===== src/rtl/ldu_pkg.sv =====
package ldu_pkg;
  localparam int XLEN = 32;
  localparam int DISP_W = 16;
  localparam int REG_IDX_W = 5;

  typedef enum logic [1:0] {
    SZ_BYTE = 2'd0,
    SZ_HALF = 2'd1,
    SZ_WORD = 2'd2,
    SZ_RSVD = 2'd3
  } ldSize_e;

  // strobes from control to datapath
  typedef struct packed {
    logic issue;    // accept aligned request, start read
    logic fault;    // accept misaligned request, report error
    logic capture;  // read data present, build result
  } ctrlStrobe_t;
endpackage


===== src/rtl/ldu_ctrl.sv =====
module ldu_ctrl
  import ldu_pkg::*;
(
  input  logic        clk,
  input  logic        rstN,
  input  logic        reqValid,
  input  logic        misaligned,
  output logic        reqReady,
  output ctrlStrobe_t strobe
);
  typedef enum logic { ST_IDLE, ST_WAIT } ctrlState_e;
  ctrlState_e state, stateNext;

  always_comb begin
    reqReady       = (state == ST_IDLE);
    strobe.issue   = reqReady && reqValid && !misaligned;
    strobe.fault   = reqReady && reqValid && misaligned;
    strobe.capture = (state == ST_WAIT);
    stateNext      = state;
    if (strobe.issue)        stateNext = ST_WAIT;
    else if (strobe.capture) stateNext = ST_IDLE;
  end

  always_ff @(posedge clk) begin
    if (!rstN) state <= ST_IDLE;
    else       state <= stateNext;
  end
endmodule


===== src/rtl/ldu_datapath.sv =====
module ldu_datapath
  import ldu_pkg::*;
#(
  parameter int W = XLEN,
  parameter int DW = DISP_W,
  parameter int RW = REG_IDX_W
) (
  input  logic          clk,
  input  logic          rstN,
  input  ctrlStrobe_t   strobe,
  input  logic [1:0]    reqSize,
  input  logic          reqSigned,
  input  logic          reqIndexed,
  input  logic          reqUpdate,
  input  logic [RW-1:0] reqRd,
  input  logic [RW-1:0] reqRa,
  input  logic [W-1:0]  opA,
  input  logic [W-1:0]  opB,
  input  logic [DW-1:0] disp,
  output logic          misaligned,
  output logic [W-1:0]  memAddr,
  input  logic [W-1:0]  memRdData,
  output logic          wbValid,
  output logic          wbRdEn,
  output logic [RW-1:0] wbRd,
  output logic [W-1:0]  wbData,
  output logic          wbRaEn,
  output logic [RW-1:0] wbRa,
  output logic [W-1:0]  wbEa,
  output logic          alignErr
);
  localparam int HW = W / 2;
  localparam int BW = 8;
  localparam int OFF_W = $clog2(W / BW);

  logic [W-1:0] dispExt, addend, ea;
  ldSize_e      sizeIn;

  assign dispExt = {{(W-DW){disp[DW-1]}}, disp};
  assign addend  = reqIndexed ? opB : dispExt;
  assign ea      = opA + addend;
  assign sizeIn  = ldSize_e'(reqSize);
  assign memAddr = {ea[W-1:OFF_W], {OFF_W{1'b0}}};

  always_comb begin
    unique case (sizeIn)
      SZ_BYTE: misaligned = 1'b0;
      SZ_HALF: misaligned = ea[0];
      default: misaligned = |ea[OFF_W-1:0];
    endcase
  end

  // request fields held across the read
  ldSize_e          latSize;
  logic             latSigned, latUpdate;
  logic [OFF_W-1:0] latOff;

  always_ff @(posedge clk) begin
    if (strobe.issue) begin
      latSize   <= sizeIn;
      latSigned <= reqSigned;
      latUpdate <= reqUpdate;
      latOff    <= ea[OFF_W-1:0];
    end
  end

  // lane select and extension
  logic [BW-1:0] byteSel;
  logic [HW-1:0] halfSel;
  logic [W-1:0]  extData;

  assign byteSel = memRdData[W-1-BW*int'(latOff) -: BW];
  assign halfSel = latOff[OFF_W-1] ? memRdData[HW-1:0] : memRdData[W-1:HW];

  always_comb begin
    unique case (latSize)
      SZ_BYTE: extData = {{(W-BW){1'b0}}, byteSel};
      SZ_HALF: extData = {{(W-HW){latSigned & halfSel[HW-1]}}, halfSel};
      default: extData = memRdData;
    endcase
  end

  always_ff @(posedge clk) begin
    if (!rstN) begin
      wbValid  <= 1'b0;
      wbRdEn   <= 1'b0;
      wbRaEn   <= 1'b0;
      alignErr <= 1'b0;
    end else begin
      wbValid  <= strobe.capture | strobe.fault;
      wbRdEn   <= strobe.capture;
      wbRaEn   <= strobe.capture & latUpdate;
      alignErr <= strobe.fault;
    end
  end

  always_ff @(posedge clk) begin
    if (strobe.issue | strobe.fault) begin
      wbRd <= reqRd;
      wbRa <= reqRa;
      wbEa <= ea;
    end
    if (strobe.capture) wbData <= extData;
  end
endmodule


===== src/rtl/int_load_unit.sv =====
module int_load_unit
  import ldu_pkg::*;
(
  input  logic        clk,
  input  logic        rstN,
  input  logic        reqValid,
  output logic        reqReady,
  input  logic [1:0]  reqSize,
  input  logic        reqSigned,
  input  logic        reqIndexed,
  input  logic        reqUpdate,
  input  logic [4:0]  reqRd,
  input  logic [4:0]  reqRa,
  input  logic [31:0] opA,
  input  logic [31:0] opB,
  input  logic [15:0] disp,
  output logic        memRdEn,
  output logic [31:0] memAddr,
  input  logic [31:0] memRdData,
  output logic        wbValid,
  output logic        wbRdEn,
  output logic [4:0]  wbRd,
  output logic [31:0] wbData,
  output logic        wbRaEn,
  output logic [4:0]  wbRa,
  output logic [31:0] wbEa,
  output logic        alignErr
);
  ctrlStrobe_t strobe;
  logic        misaligned;

  ldu_ctrl i_ctrl (
    .clk(clk), .rstN(rstN), .reqValid(reqValid), .misaligned(misaligned),
    .reqReady(reqReady), .strobe(strobe)
  );

  ldu_datapath #(.W(XLEN), .DW(DISP_W), .RW(REG_IDX_W)) i_dp (
    .clk(clk), .rstN(rstN), .strobe(strobe),
    .reqSize(reqSize), .reqSigned(reqSigned), .reqIndexed(reqIndexed),
    .reqUpdate(reqUpdate), .reqRd(reqRd), .reqRa(reqRa),
    .opA(opA), .opB(opB), .disp(disp),
    .misaligned(misaligned), .memAddr(memAddr), .memRdData(memRdData),
    .wbValid(wbValid), .wbRdEn(wbRdEn), .wbRd(wbRd), .wbData(wbData),
    .wbRaEn(wbRaEn), .wbRa(wbRa), .wbEa(wbEa), .alignErr(alignErr)
  );

  assign memRdEn = strobe.issue;
endmodule


===== config.mk =====
export PLATFORM = sky130hd
export DESIGN_NAME = int_load_unit
export DESIGN_NICKNAME = d
export VERILOG_FILES = /design/src/rtl/ldu_pkg.sv /design/src/rtl/ldu_ctrl.sv /design/src/rtl/ldu_datapath.sv /design/src/rtl/int_load_unit.sv
export SDC_FILE = /design/constraint.sdc
export NUM_CORES = 1
export LEC_CHECK = 0
export BUFFER_PORTS_ARGS = -buffer_cell sky130_fd_sc_hd__buf_2
export CORE_ASPECT_RATIO = 0.75
export CORE_UTILIZATION = 40
export DETAILED_ROUTE_END_ITERATION = 10
export HOLD_SLACK_MARGIN = 0.08
export PLACE_DENSITY = 0.7
export SLEW_MARGIN = 40
export SYNTH_ARGS = -nofsm -noshare
export SYNTH_HDL_FRONTEND = slang
export SYNTH_SLANG_ARGS = --single-unit

===== constraint.sdc =====
create_clock -name clk -period 7.1 [get_ports clk]
set_input_delay 1.065 -clock clk [delete_from_list [all_inputs] [get_ports clk]]
set_output_delay 1.065 -clock clk [all_outputs]
set_load 0.03 [all_outputs]

* Word level (Yosys, flattened, before mapping)
Cells that the tools add are included.
** Storage, ports and cells
- Flip-flop bits (word level) :: 85
- Bits of input ports :: 130
- Output and inout bits :: 112
- Logic and storage cells :: 35
** Operators by class
- Add/sub/neg operators :: 2
- Eq/ne operators :: 2
- Shifts and indexed selects :: 1
- Muxes and demuxes :: 5
- Bitwise logic cells :: 5
- Reductions and logical operators :: 7
** Operators with widths (number)
- $pmux 32 s2 :: 1
- $shiftx 39x32->8 :: 1
- $add 32x32->32 :: 1
- $mux 32 :: 1
- $mux 16 :: 1
- $sub 5x5->6 const A :: 1
- $eq 2x1->1 const B :: 2
- $logic_not 2->1 :: 2
- $logic_and 1x1->1 :: 3
- $and 1x1->1 :: 2
- $or 1x1->1 :: 2
- $pmux 1 s2 :: 1
- $reduce_or 2->1 :: 1
- $logic_not 1->1 :: 1
- $mux 1 :: 1
- $not 1->1 :: 1

* Logic depth before layout (Yosys ltp)
Gate-level depths: netlist (run 1).
- Depth after elaboration :: 7
- Depth in mapped cells :: 15
- Depth with buffers taken out :: 10

* By module
Synthesis (run 1) repeated with hierarchy kept, for this count alone.
** Unflattened totals
- Cells, all modules :: 548
- Area, all modules :: 5584.1 µm²
** By module, submodules not included
- ldu_datapath :: instances 1, cells an instance 541, area each 5515.3 µm², seq. area each 2482.4 µm²
- ldu_ctrl :: instances 1, cells an instance 7, area each 68.8 µm², seq. area each 20.0 µm²

* Worst setup path before layout (run 1)
Ideal clock, no wire load.
- Path kind :: in2out
- Start :: in reqIndexed
- End :: out memAddr[18]
- Arrival time :: 4099 ps
- Data required time :: 6035 ps
- Path slack :: 1936 ps
- Cell stages on the path :: 13
- Path buffers :: 3
- Path through :: clkbuf_1 > clkbuf_1 > mux2_2 > ha_1 > fa_1 > a211oi_1 > o21bai_2 > o21ai_1 > o21ai_0 > a221oi_1 > o21ai_1 > xor2_1 > buf_4
** Between the ends
- Longest elaborated chain between the ends :: 2
** Ends and longest elaborated chain
- from (decl) :: line int_load_unit.sv:10 : input logic reqIndexed,
- $mux 32 :: line ldu_datapath.sv:40 : assign addend = reqIndexed ? opB : dispExt;
- $add 32x32->32 :: line ldu_datapath.sv:41 : assign ea = opA + addend;
- to (decl) :: line int_load_unit.sv:18 : output logic [31:0] memAddr,
No other way between the ends.

* Final worst setup path (run 1)
- Start :: in reqIndexed
- End :: out memAddr[30]
Same word-level chain as after synthesis.

==> qor_table.md, run 1 <==
| Quantity | Value |
|---|---|
| Compound-cell area share of the yosys netlist | 0.187 |
| Via total after detailed routing | 4665 |
| Nets@finish | 864 |
| Mean routed wirelength per cell | 16.6 um |
| Area growth syn-to-layout | 26.7% |
| Critical Path End | memAddr[30] |
| Buf+Inv Stages, Crit Path | 2 |
| Total wire length | 14.6 mm |
| Total count of hold-check failures in the final report | 0 |
| Power density normalized to cell area | 266 nW/um2 |
| All-layer global routing usage | 0.208 |
| Synthesized netlist cell count | 503 |
| Critical path endpoint category | output port |
| Portion of total power attributed to the clock network | 0.301 |
| Count of hold-fix buffers inserted at cts | 0 |
| Kind of launch point of the worst setup path | input pin |
| Antenna cells | 0 |
| Upper clock frequency limit | 0.178 GHz |
| Buffers inserted during post-CTS setup optimization | 0 |
| Remaining global-route overflow | 0 |
| Cell area after synthesis | 5410 um2 |
| Netlist cell types | 60 |
| Post-route DRC | 0 |
| Count of flip-flops with a built-in enable after synthesis | 80 |
| Post-route core utilization | 0.523 |
| Placed wire-length estimate | 11.6 mm |
| Bufs on Longest Clock Path | 2 |
| Worst-path maximum fanout | 33 |
| Share of final-layout standard cells stronger than drive strength 1 | 0.409 |
| Count of maximum capacitance violations | 0 |
| Largest net degree at the start of global routing | 45 |
| Setup Slack @ Placement | 1450 ps |
| Number of antenna violations at the first check in global routing | 0 |
| Post-Syn Area per Cell | 10.8 um2 |
| Cell internal power dissipation | 0.00117 W |
| Critical-path cell list | buf_2 > mux2_2 > ha_1 > fa_1 > a211oi_1 > o21bai_2 > o2111ai_1 > a211oi_2 > o41ai_4 > o41ai_2 > xnor2_1 > buf_2 |
| Worst flop-to-flop path endpoint | i_dp.wbData[21] |
| Switching power | 0.000652 W |
| Weighted congestion at the end of routability-driven global placement | 0.858 |
| Worst setup margin | 1470 ps |
| Vias in the first global route | 4450 |
| Period utilization | 0.793 |
| Vias per cell | 5.31 |
| Portion of total power attributed to sequential cells | 0.348 |
| Fraction of the yosys area taken by sequential cells | 0.463 |
| Crit path max-delay family | compound AO/OA/AOI/OAI gates |
| Width of the die | 136 um |
| I/O pin count | 242 |
| Standard cell core area | 13100 um2 |
| Main synth FF type | edfxtp_1 |
| Worst reg-to-reg path cell count | 3 |
| Final Max Slew Viols | 0 |
| Number of logic stages on the critical path including buffering | 12 |
| Most area-hungry cell type in the Yosys netlist | edfxtp_1 |
| CTS resizes | 0 |
| Post-route minimum period | 5630 ps |
| Total Negative Setup Slacks | 0 ps |
| Top cells by area in the synthesized netlist | edfxtp_1 (44%), ha_1 (7.2%), a21o_1 (4.6%) |
| Least-Margin Pin Slew | 728 ps |
| Share of synthesized cell area in and, or, nand and nor gates | 0.108 |
| Height of the chip | 103 um |
| Clock buffers created by TritonCTS | 9 |
| Count of input and output buffers | 239 |
| Slack of the worst reg-to-reg path | 4950 ps |
| Top cell by count, worst path | buf_2 |
| First element of the critical path | reqIndexed |
| Worst IR Drop VDD | 0.000135 V |
| Max_slew headroom | 0.515 |
| Worst R2R Start | i_dp.latOff[1] |
| Clock latency at the later pin of the worst-skew pair | 340 ps |
| Dominant combinational cell family by area after synthesis | compound AO/OA/AOI/OAI gates |
| Clock slew seen by the registers of the worst setup and hold paths | 60 ps |
| Fillers | 1190 |
| Number of synthesis warnings | 0 |
| # rows | 36 |
| Status | finished clean |
| Number of H-tree branching levels | 3 |
| Data required time of the worst path | 6030 ps |
| CP max-delay cell | buf_2 |
| Layout Skew | 3.56 ps |
| Antenna viol nets, final | 0 |
| Multiplexer share of the synthesized area | 0.0463 |
| Area enclosed by the die boundary | 14000 um2 |
| PnR Total Power | 0.00183 W |
| First-pass detailed-route iteration total | 5 |
| Largest stage delay on the critical path | 510 ps |
| Post-route worst hold slack | 477 ps |
| Adder-cell share of the synthesized area | 0.0754 |
| Setup repair after global routing missed its margin | no |
| Leakage | 3.25 nW |
| Hold crit path type | reg -> reg |
| Total setup violations reported at the end of the flow | 0 |
| Sw frac | 0.357 |
| Proportion of netlist area held by the largest area contributor | 0.444 |
| Synth Register Bits | 85 |
| Number of clock sinks | 85 |
| Logic pwr share | 0.351 |
| Initial cell density of the core | 0.413 |
| Share of flip-flops with an asynchronous set or reset after synthesis | 0 |
| Wire length of the first global-routing pass | 22.2 mm |
| TritonCTS clock tree | built |
| Start-to-end type of the worst setup path | in -> out |
| Clock tree root buffer cell | clkbuf_16 |
| Arr. time, crit path | 4560 ps |
| Parity-gate share of the synthesized area counting xor and xnor cells | 0.0518 |
| Number of design-rule violations left by the first detailed-router iteration | 178 |
==> worst reg2reg max path, stage by stage (launching register included) <==
cell and delay [ps]:
edfxtp_1 820, mux2_2 430, and4b_1 390, a21o_1 260
==> power groups by stage <==
| stage | registers [W] | logic [W] | clock network, W |
|---|---|---|---|
| after detailed placement | 0.000647 | 0.000638 | 0 |
| final | 0.000636 | 0.000641 | 0.000549 |
| after global placement | 0.000647 | 0.000629 | 0 |
| after floorplan | 0.000737 | 0.000421 | 0 |
| after global routing | 0.000641 | 0.000684 | 0.000578 |
| after CTS | 0.000637 | 0.000641 | 0.000561 |
==> routing by layer <==
metal / global-route usage / up-vias / share of wire
li1: - / 2227 / -
met3: 0.0585 / 21 / 0.079
met4: 0.0590 / 0 / 0.017
met1: 0.272 / 2184 / 0.44
met2: 0.339 / 233 / 0.46
met5: 0 / - / 0
==> metrics by stage <==
step,area [um2],cells
3_5_place_dp,6500,862
5_1_grt,6850,878
6_report,6850,878
3_3_place_gp,6490,861
4_1_cts,6850,878
2_1_floorplan,5410,504
==> cell usage after synthesis (all sizes together), types with 2 or more instances <==
cell type,n
edfxtp,80
nand2,62
buf,38
a21o,33
a21oi,33
ha,31
nor2,26
o21ai,25
xnor2,18
clkbuf,17
mux2,16
xor2,14
a22o,12
a211oi,8
nand3,8
mux2i,7
a31oi,6
o211ai,6
dfxtp,5
inv,5
and3,4
nand4,4
nor2b,4
o21a,4
a221oi,3
and2,3
nand2b,3
nor3,3
or3,3
a21boi,2
o21bai,2
o41ai,2
or2,2
==> registers in the layout (all words and copies together), names as in the netlist <==
signal,count
i_dp.latOff,2
i_dp.wbRd,5
i_ctrl.state,1
i_dp.latUpdate,1
i_dp.wbRa,5
i_dp.wbData,32
i_dp.wbValid,1
i_dp.wbRdEn,1
i_dp.latSigned,1
i_dp.latSize,2
i_dp.alignErr,1
i_dp.wbEa,32
i_dp.wbRaEn,1
==> placed cells by master (no fill, tap or decap), types with 2 or more instances in the layout <==
cell type / count
buf_2: 239
edfxtp_1: 80
nand2_1: 62
a21o_1: 33
a21oi_1: 32
ha_1: 31
nor2_1: 26
o21ai_0: 22
xnor2_1: 18
mux2_2: 16
xor2_1: 14
a22o_1: 12
clkbuf_16: 9
nand3_1: 8
mux2i_1: 7
o211ai_1: 6
a31oi_1: 6
a211oi_1: 5
dfxtp_1: 5
nand4_1: 4
inv_1: 4
o21a_1: 4
nand2b_1: 3
nor3_1: 3
and2_1: 3
and3_1: 3
a211oi_2: 3
or3_1: 3
nor2b_1: 3
bufinv_16: 3
o21ai_1: 2
a221oi_1: 2
or2_2: 2
conb_1: 2
buf_4: 2
==> cells by family after synthesis <==
logic type,count (synthesis)
fa+ha+maj,32
other cells,1
buf+inv,60
compound gates,142
flops,85
simple gates,128
mux,23
xor+xnor,32
==> worst min path at each step <==
stage / from / to / slack [ps] / cells past startpoint
after floorplan: i_dp.latUpdate / i_dp.wbRaEn / 450 / 1
after global placement: i_dp.latUpdate / i_dp.wbRaEn / 470 / 1
after detailed placement: i_dp.latUpdate / i_dp.wbRaEn / 460 / 1
after CTS: i_dp.latUpdate / i_dp.wbRaEn / 480 / 1
after global routing: i_dp.latUpdate / i_dp.wbRaEn / 510 / 1
final: i_dp.latUpdate / i_dp.wbRaEn / 480 / 1
==> final cells by class <==
type,instances,area (um2),area share
Multi-Input combinational cell,359,2550,0.372
Timing Repair Buffer,242,1220,0.178
Inverter,5,18.8,0.00274
Clock buffer,10,229,0.0334
Clock inverter,6,119,0.0173
Sequential cell,85,2500,0.365
Tap cell,171,214,0.0312
Power figures use the tool's default switching activity.
==> inputs of run 2 (changes only) <==
==> constraint.sdc (replaced) <==
create_clock -name clk -period 5.7 [get_ports clk]
set_input_delay 0.855 -clock clk [delete_from_list [all_inputs] [get_ports clk]]
set_output_delay 0.855 -clock clk [all_outputs]
set_load 0.03 [all_outputs]
==> run 2 against run 1 <==
Worst setup slack got worse by 910 ps. First-iteration DRC count fell by 9.6%. Clock skew rose by 3.6 ps.
==> qor_table.md, run 2 (same netlist as run 1, synthesis figures left out) <==
| Quantity | Value | Change |
|---|---|---|
| Buffers inserted during post-CTS setup optimization | 0 | unchanged |
| Arr. time, crit path | 4290 ps | was 4560 ps |
| Placed wire-length estimate | 11.8 mm | was 11.6 mm |
| Setup Slack @ Placement | 539 ps | was 1450 ps |
| Largest net degree at the start of global routing | 44 | was 45 |
| Setup repair after global routing missed its margin | no | unchanged |
| Buf+Inv Stages, Crit Path | 4 | was 2 |
| Number of H-tree branching levels | 3 | unchanged |
| Wire length of the first global-routing pass | 22.2 mm | about the same |
| Weighted congestion at the end of routability-driven global placement | 0.891 | was 0.858 |
| All-layer global routing usage | 0.209 | was 0.208 |
| Mean routed wirelength per cell | 16.8 um | was 16.6 um |
| Least-Margin Pin Slew | 708 ps | was 728 ps |
| Fillers | 1198 | was 1190 |
| Layout Skew | 7.18 ps | was 3.56 ps |
| Kind of launch point of the worst setup path | input pin | unchanged |
| Upper clock frequency limit | 0.194 GHz |  |
| Number of clock sinks | 85 | unchanged |
| CTS resizes | 0 | unchanged |
| Worst R2R Start | i_dp.latOff[1] | unchanged |
| Leakage | 3.25 nW | about the same |
| TritonCTS clock tree | built | unchanged |
| Bufs on Longest Clock Path | 2 | unchanged |
| Count of input and output buffers | 239 | unchanged |
| CP max-delay cell | nand2b_1 | was buf_2 |
| I/O pin count | 242 | unchanged |
| Count of maximum capacitance violations | 0 | unchanged |
| Clock tree root buffer cell | clkbuf_16 | unchanged |
| Power density normalized to cell area | 330 nW/um2 | was 266 nW/um2 |
| Via total after detailed routing | 4663 | was 4665 |
| Number of antenna violations at the first check in global routing | 0 | unchanged |
| Worst-path maximum fanout | 28 | was 33 |
| Critical path endpoint category | output port | unchanged |
| Antenna viol nets, final | 0 | unchanged |
| Top cell by count, worst path | buf_2 | unchanged |
| Nets@finish | 865 | was 864 |
| Height of the chip | 103 um | unchanged |
| Clock latency at the later pin of the worst-skew pair | 350 ps | was 340 ps |
| Vias per cell | 5.30 | was 5.31 |
| Area enclosed by the die boundary | 14000 um2 | unchanged |
| Total count of hold-check failures in the final report | 0 | unchanged |
| Vias in the first global route | 4457 | was 4450 |
| Remaining global-route overflow | 0 | unchanged |
| Top library cells by usage in the layout, fill and taps aside | buf_2 (239), edfxtp_1 (80), nand2_1 (62) | unchanged |
| Clock buffers created by TritonCTS | 9 | unchanged |
| Max_slew headroom | 0.528 | was 0.515 |
| Area growth syn-to-layout | 26.8% | was 26.7% |
| Hold crit path type | reg -> reg | unchanged |
| Data required time of the worst path | 4850 ps | was 6030 ps |
| First-pass detailed-route iteration total | 5 | unchanged |
| Count of hold-fix buffers inserted at cts | 0 | unchanged |
| Total Negative Setup Slacks | 0 ps | unchanged |
| Initial cell density of the core | 0.413 | unchanged |
| Final Max Slew Viols | 0 | unchanged |
| Commonest non-fill, non-tap cell in the layout | buf_2 | unchanged |
| Total setup violations reported at the end of the flow | 0 | unchanged |
| Critical-path cell list | buf_2 > buf_4 > nand2b_1 > nand2_1 > ha_1 > a211oi_2 > o21ai_2 > a221oi_4 > inv_2 > o41ai_4 > o41ai_2 > xnor2_1 > buf_2 | was buf_2 > mux2_2 > ha_1 > fa_1 > a211oi_1 > o21bai_2 > o2111ai_1 > a211oi_2 > o41ai_4 > o41ai_2 > xnor2_1 > buf_2 |
| Width of the die | 136 um | unchanged |
| Clock slew seen by the registers of the worst setup and hold paths | 60 ps | about the same |
| Start-to-end type of the worst setup path | in -> out | unchanged |
| Status | finished clean | unchanged |
| Standard cell core area | 13100 um2 | unchanged |
| Worst IR Drop VDD | 0.000260 V | was 0.000135 V |
| Share of final-layout standard cells stronger than drive strength 1 | 0.408 | was 0.409 |
| Post-route DRC | 0 | unchanged |
| # rows | 36 | unchanged |
| First element of the critical path | reqIndexed | unchanged |
| Registers with the most flip-flops | i_dp.wbData (32), i_dp.wbEa (32) | unchanged |
| Largest stage delay on the critical path | 510 ps | about the same |
| Launch instance of the worst min-delay path | i_dp.latUpdate | unchanged |
| Total wire length | 14.8 mm | was 14.6 mm |
| Post-route minimum period | 5140 ps |  |
| Number of design-rule violations left by the first detailed-router iteration | 161 | was 178 |
| Crit path max-delay family | compound AO/OA/AOI/OAI gates | unchanged |
| Period utilization | 0.902 |  |
| Antenna cells | 0 | unchanged |
| Worst setup margin | 558 ps | was 1470 ps |
-- run 2: power by group --
group	switching [W]	internal [W]	total, W	leakage [nW]
logic	0.000541	0.000259	0.000800	2.29
registers	0.0000218	0.000771	0.000793	0.804
clock network	0.000238	0.000431	0.000669	0.162
-- run 2: per-layer routing --
metal / GRT usage / wire (um) / vias up
li1: - / - / 2229
met5: 0 / 0 / -
met3: 0.0501 / 1150 / 31
met1: 0.260 / 6280 / 2159
met2: 0.354 / 7000 / 244
met4: 0.0812 / 330 / 0
-- run 2: through the flow --
| step | cells | cell area, um2 | power [W] | hold WS, ps | util |
|---|---|---|---|---|---|
| 6_report | 879 | 6860 | 0.00226 | 495 | 0.523 |
| 5_1_grt | 879 | 6860 | 0.00236 | 510 | 0.523 |
| 4_1_cts | 879 | 6860 | 0.00228 | 496 | 0.523 |
| 3_5_place_dp | 863 | 6520 | 0.00160 | 485 | 0.497 |
| 3_3_place_gp | 862 | 6500 | 0.00159 | 471 | 0.496 |
| 2_1_floorplan | 504 | 5410 | 0.00144 | 451 | - |
-- run 2: cell type report --
type / count / area [um2] / share of cell area
clock inverter: 5 / 109 / 0.0159
timing repair buffer: 243 / 1230 / 0.180
multi-input combinational: 359 / 2550 / 0.371
inverter: 5 / 18.8 / 0.00274
sequential: 85 / 2500 / 0.365
clock buffer: 11 / 233 / 0.0339
tap: 171 / 214 / 0.0312
-- run 2: worst paths after layout --
check	end	slack (ps)	cells after the start
worst min-delay path	i_dp.wbRaEn	490	1
worst max register to register	i_dp.wbData[21]	3550	3
worst min register to register	i_dp.wbRaEn	490	1
worst max-delay path	memAddr[30]	560	13
